===== src/rtl/clksel_pkg.sv =====
package clksel_pkg;
    localparam int ADDR_W = 2;

    typedef enum logic [0:0] {
        SEQ_IDLE  = 1'b0,
        SEQ_ARMED = 1'b1
    } seq_state_t;

    localparam logic [ADDR_W-1:0] OFS_CMD  = 2'd0;
    localparam logic [ADDR_W-1:0] OFS_SEL  = 2'd1;
    localparam logic [ADDR_W-1:0] OFS_STAT = 2'd2;

    localparam logic [1:0] SRC_RING = 2'b00;
    localparam logic [1:0] SRC_MAIN = 2'b01;
    localparam logic [1:0] SRC_SUB  = 2'b10;
    localparam logic [1:0] SRC_BAD  = 2'b11;
endpackage


===== src/rtl/clksel_seq_fsm.sv =====
module clksel_seq_fsm
    import clksel_pkg::*;
#(
    parameter int DATA_W = 8,
    parameter logic [DATA_W-1:0] KEY = 8'hA5
) (
    input  logic              clk,
    input  logic              rst_n,
    input  logic              wr_en,
    input  logic [ADDR_W-1:0] wr_addr,
    input  logic [DATA_W-1:0] wr_data,
    output seq_state_t        state,
    output logic              sel_try,
    output logic              seq_err,
    output logic              err_clr
);
    seq_state_t next_state;

    // state register
    always_ff @(posedge clk or negedge rst_n) begin
        if (!rst_n) state <= SEQ_IDLE;
        else        state <= next_state;
    end

    // transitions: KEY_OK, BARE_WRITE, COMMIT, ABORT
    always_comb begin
        next_state = state;
        unique case (state)
            SEQ_IDLE: begin
                if (wr_en && wr_addr == OFS_CMD && wr_data == KEY)
                    next_state = SEQ_ARMED;
            end
            SEQ_ARMED: begin
                if (wr_en) next_state = SEQ_IDLE;
            end
            default: next_state = SEQ_IDLE;
        endcase
    end

    // outputs
    always_comb begin
        sel_try = 1'b0;
        seq_err = 1'b0;
        err_clr = 1'b0;
        unique case (state)
            SEQ_IDLE: begin
                if (wr_en && wr_addr == OFS_SEL)
                    seq_err = 1'b1;
                else if (wr_en && wr_addr == OFS_STAT && !wr_data[0])
                    err_clr = 1'b1;
            end
            SEQ_ARMED: begin
                if (wr_en && wr_addr == OFS_SEL) sel_try = 1'b1;
                else if (wr_en)                 seq_err = 1'b1;
            end
            default: ;
        endcase
    end
endmodule


===== src/rtl/clksel_sel_reg.sv =====
module clksel_sel_reg
    import clksel_pkg::*;
#(
    parameter int SEL_W = 2
) (
    input  logic             clk,
    input  logic             rst_n,
    input  logic             try_wr,
    input  logic [SEL_W-1:0] code,
    input  logic             sub_ok,
    output logic [SEL_W-1:0] sel,
    output logic             locked
);
    logic code_ok;

    always_comb begin
        code_ok = (code != SRC_BAD) && ((code != SRC_SUB) || sub_ok);
    end

    always_ff @(posedge clk or negedge rst_n) begin
        if (!rst_n) begin
            sel    <= SRC_RING;
            locked <= 1'b0;
        end else if (try_wr && !locked) begin
            locked <= 1'b1;
            if (code_ok) sel <= code;
        end
    end
endmodule


===== src/rtl/clksel_err_flag.sv =====
module clksel_err_flag (
    input  logic clk,
    input  logic rst_n,
    input  logic set_err,
    input  logic clr_err,
    output logic flag
);
    always_ff @(posedge clk or negedge rst_n) begin
        if (!rst_n)       flag <= 1'b0;
        else if (set_err) flag <= 1'b1;
        else if (clr_err) flag <= 1'b0;
    end
endmodule


===== src/rtl/clksel_protect.sv =====
module clksel_protect
    import clksel_pkg::*;
#(
    parameter int DATA_W = 8,
    parameter int SEL_W  = 2,
    parameter logic [DATA_W-1:0] KEY = 8'hA5
) (
    input  logic              clk,
    input  logic              rst_n,
    input  logic [ADDR_W-1:0] bus_addr,
    input  logic              bus_we,
    input  logic [DATA_W-1:0] bus_wdata,
    output logic [DATA_W-1:0] bus_rdata,
    input  logic              sub_osc_en,
    output logic [SEL_W-1:0]  clk_sel,
    output logic              sel_locked,
    output logic              prot_err
);
    localparam int PAD_W = DATA_W - SEL_W - 1;

    seq_state_t seq_state;
    logic       sel_try, seq_err, err_clr;

    clksel_seq_fsm #(.DATA_W(DATA_W), .KEY(KEY)) u_fsm (
        .clk(clk), .rst_n(rst_n),
        .wr_en(bus_we), .wr_addr(bus_addr), .wr_data(bus_wdata),
        .state(seq_state), .sel_try(sel_try),
        .seq_err(seq_err), .err_clr(err_clr)
    );

    clksel_sel_reg #(.SEL_W(SEL_W)) u_sel (
        .clk(clk), .rst_n(rst_n),
        .try_wr(sel_try), .code(bus_wdata[SEL_W-1:0]), .sub_ok(sub_osc_en),
        .sel(clk_sel), .locked(sel_locked)
    );

    clksel_err_flag u_err (
        .clk(clk), .rst_n(rst_n),
        .set_err(seq_err), .clr_err(err_clr), .flag(prot_err)
    );

    always_comb begin
        bus_rdata = '0;
        unique case (bus_addr)
            OFS_SEL:  bus_rdata = {sel_locked, {PAD_W{1'b0}}, clk_sel};
            OFS_STAT: bus_rdata = {{(DATA_W-1){1'b0}}, prot_err};
            default:  bus_rdata = '0;
        endcase
    end
endmodule


===== config.mk =====
export PLATFORM = sky130hd
export DESIGN_NAME = clksel_protect
export DESIGN_NICKNAME = d
export VERILOG_FILES = /design/src/rtl/clksel_pkg.sv /design/src/rtl/clksel_seq_fsm.sv /design/src/rtl/clksel_sel_reg.sv /design/src/rtl/clksel_err_flag.sv /design/src/rtl/clksel_protect.sv
export SDC_FILE = /design/constraint.sdc
export NUM_CORES = 1
export LEC_CHECK = 0
export ABC_CLOCK_PERIOD_IN_PS = 1300
export CAP_MARGIN = 20
export CORE_AREA = 2 2 39 41
export DETAILED_ROUTE_END_ITERATION = 6
export DIE_AREA = 0 0 41 43
export DONT_BUFFER_PORTS = 1
export PLACE_DENSITY_LB_ADDON = 0.1
export SETUP_SLACK_MARGIN = 0.02
export SLEW_MARGIN = 20
export SYNTH_ARGS = -nofsm -noshare
export SYNTH_HDL_FRONTEND = slang
export SYNTH_SLANG_ARGS = --single-unit

===== constraint.sdc =====
create_clock -name clk -period 1.3 [get_ports clk]
set_input_delay 0.26 -clock clk [delete_from_list [all_inputs] [get_ports clk]]
set_output_delay 0.26 -clock clk [all_outputs]
set_load 0.02 [all_outputs]

==> impl_metrics.json <==
{
  "drtPass1Iterations": 2,
  "reg2reg_to": "u_sel.sel[0]$_DFFE_PN0P_",
  "hold_path.class": "primary input to flip-flop",
  "clockBufferDepth": 2,
  "vdd_drop_max_mv": 0.355,
  "clk_pin_slew_ps": 40,
  "grt_usage_pct": 11.2,
  "place_area_um2": 422,
  "dp_slack_ps": 24.0,
  "min_period_over_period_pct": 96.8,
  "fp.coreArea_um2": 1380,
  "synth_top_family_by_area": "simple AND/OR/NAND/NOR gates",
  "synth_top_area_cell": "dfrtp_1",
  "synth.area.mux_share_pct": 2.64,
  "die_w_um": 41,
  "clock.fmax_mhz": 795,
  "slew_violations": 0,
  "setup_viol": 0,
  "reg2reg_from": "u_fsm.state$_DFF_PN0_",
  "synth_top_area_share_pct": 33.0,
  "crit_slowest_cell": "dfrtp_1",
  "h-tree-depth": 1,
  "crit_required_ps": 1040,
  "synth_xor_area_share_pct": 0,
  "cts_made_buffers": 3,
  "synth_warnings": 0,
  "setup_slack_ps": 41.5,
  "portBuffers": 0,
  "die_area_um2": 1760,
  "layout_min_cycle_time_ps": 1260,
  "grt_max_degree": 6,
  "drc_errors": 0,
  "drtAntennaViolNets": 0,
  "total_power_mw": 0.407,
  "root_buffer": "clkbuf_4",
  "fin_area_um2": 469,
  "synthCells": 36,
  "vias_per_cell": 4.62,
  "synth.area.top_cells": "dfrtp_1 (33%), buf_4 (9.9%), ha_1 (9.9%), nand4b_4 (6.3%), and2_2 (4.0%)",
  "rows": 14,
  "syn_area_um2": 379,
  "start_kind": "flip-flop",
  "path_class": "flip-flop to output pin",
  "syn_to_final_growth_pct": 23.8,
  "clock_sinks": 5,
  "final.setup_skew_ps": 1.62,
  "powerDensity_nw_per_um2": 867,
  "ys_seq_elements": 5,
  "final_layout_size_suffix_gt1_share_pct": 31.9,
  "io_pins": 26,
  "power.leakage_nw": 0.261,
  "ys_seq_area_share_pct": 33.0,
  "drt_iter0_markers": 2,
  "synthSimpleGateAreaFrac_pct": 31.4,
  "path_max_fanout": 2,
  "initial_core_util_pct": 27.4,
  "routedWlPerCell_um": 13.3,
  "grt_pass1_vias": 306,
  "critPathArrivalTime_ps": 1000,
  "crit_cells": 3,
  "die_h_um": 43,
  "routed_wl_um": 836,
  "critPathCaptureType": "output pin",
  "dp_hpwl_um": 711,
  "crit_buf_inv": 1,
  "grt_pass1_wl_um": 1300,
  "diodes": 0,
  "fin_hold_ws_ps": 132,
  "crit_start": "u_err.flag$_DFFE_PN0P_",
  "finalNetCount": 65,
  "crit_path_cell_trace": "a22oi_1, nor2b_1, buf_4",
  "regToRegSetupSlack_ps": 240,
  "tritoncts": "yes",
  "place.gp.congestion": 0.641,
  "synth.avg_cell_area_um2": 10.5,
  "clkLatencyLatePin_ps": 240,
  "cp-endpoint": "bus_rdata[0]",
  "fill_cells": 142,
  "drv_cap": 0,
  "vias": 291,
  "antenna_found_initial": 0,
  "ff2ff_path_depth": 2,
  "hold_violations": 0,
  "status": "completed",
  "critPathTopFamily": "flip-flops",
  "grt-ovfl-total": 0,
  "max_stage_delay_ps": 380,
  "rsz0062_at_grt": "yes",
  "synth_cell_type_count": 22,
  "synth_compound_area_share_pct": 10.2,
  "synth_fa_ha_area_share_pct": 9.90
}
-- through the flow --
stage                     setup TNS, ps  utilization [%]  cells
final                                 0             33.9     63
after detailed placement              0             30.5     57
after floorplan                       0                -     40
after global placement                0             30.5     57
after CTS                             0             33.4     62
after global routing              -1.18             33.9     63
-- registers in the layout, summed over array words and instances (netlist names) --
signal and count:
u_sel.locked 1, u_fsm.state 1, u_err.flag 1, u_sel.sel 2
-- cells in the final DEF, fill, tap and decap left out, types with 2 or more instances in the layout --
master    n
dfrtp_1   5
inv_1     2
ha_1      2
nor2b_1   2
clkbuf_4  3
nor2_1    2
conb_1    5
buf_4     7
-- synth_stat cells --
cell type / n
nor2_1: 2
nand2_1: 1
dfrtp_1: 5
ha_1: 3
nand4b_4: 1
or2b_1: 1
o22a_1: 1
mux2i_1: 1
conb_1: 1
inv_1: 2
nand4b_1: 1
a211oi_1: 1
a22oi_1: 1
nor4bb_1: 1
buf_4: 5
nor2b_1: 2
and4b_1: 1
a21oi_1: 1
o32a_1: 1
nor3b_2: 1
nand3b_1: 1
and2_2: 2
-- area by class of cell --
cell class / count / area, um2 / share of cell area, %
flip-flops and latches: 5 / 125 / 26.7
repair buffers: 8 / 62.6 / 13.3
multi-input cells: 28 / 228 / 48.5
clock buffers: 4 / 26.3 / 5.60
well taps: 16 / 20.0 / 4.27
inverters: 2 / 7.51 / 1.60
-- cells by family after synthesis --
| group | after synthesis |
|---|---|
| simple gates | 14 |
| buf+inv | 7 |
| compound gates | 5 |
| flops | 5 |
| fa+ha+maj | 3 |
| mux | 1 |
| other cells | 1 |
-- repair_timing --
action | in CTS | in global routing
setup buffers | 0 | 1
hold endpoints to repair | 5 | 0
resized for setup | 2 | 0
hold buffers | 1 | 0
endpoints found under the setup margin | 2 | 1
pin swaps | 0 | 1
-- metal layers --
metal  wire length (um)  vias up  GRT usage, %
li1                   -      139             -
met3                 70        0          5.24
met5                  0        -             0
met4                  0        0          6.00
met1                309      137          11.1
met2                456       15          18.1
-- report_power, final --
group | leakage, nW | switching, mW | internal, mW
sequential | 0.0685 | 0.00351 | 0.161
combinational | 0.177 | 0.0405 | 0.0258
clock | 0.0150 | 0.0600 | 0.116
-- worst register-to-register path: stages (launching register included) --
cell      delay, ps
dfrtp_1         450
nand4b_4        150
o32a_1          340
-- worst min-delay path by stage --
stage / start / end / slack [ps] / cells after the start
2_1_floorplan: rst_n / u_err.flag$_DFFE_PN0P_ / -40 / 0
3_3_place_gp: rst_n / u_sel.locked$_DFFE_PN0P_ / -40 / 0
3_5_place_dp: rst_n / u_sel.sel[1]$_DFFE_PN0P_ / -40 / 0
4_1_cts: bus_we / u_fsm.state$_DFF_PN0_ / 130 / 1
5_1_grt: bus_we / u_fsm.state$_DFF_PN0_ / 120 / 1
6_report: bus_we / u_fsm.state$_DFF_PN0_ / 130 / 1
No activity file was read; power rests on OpenSTA's default activity.
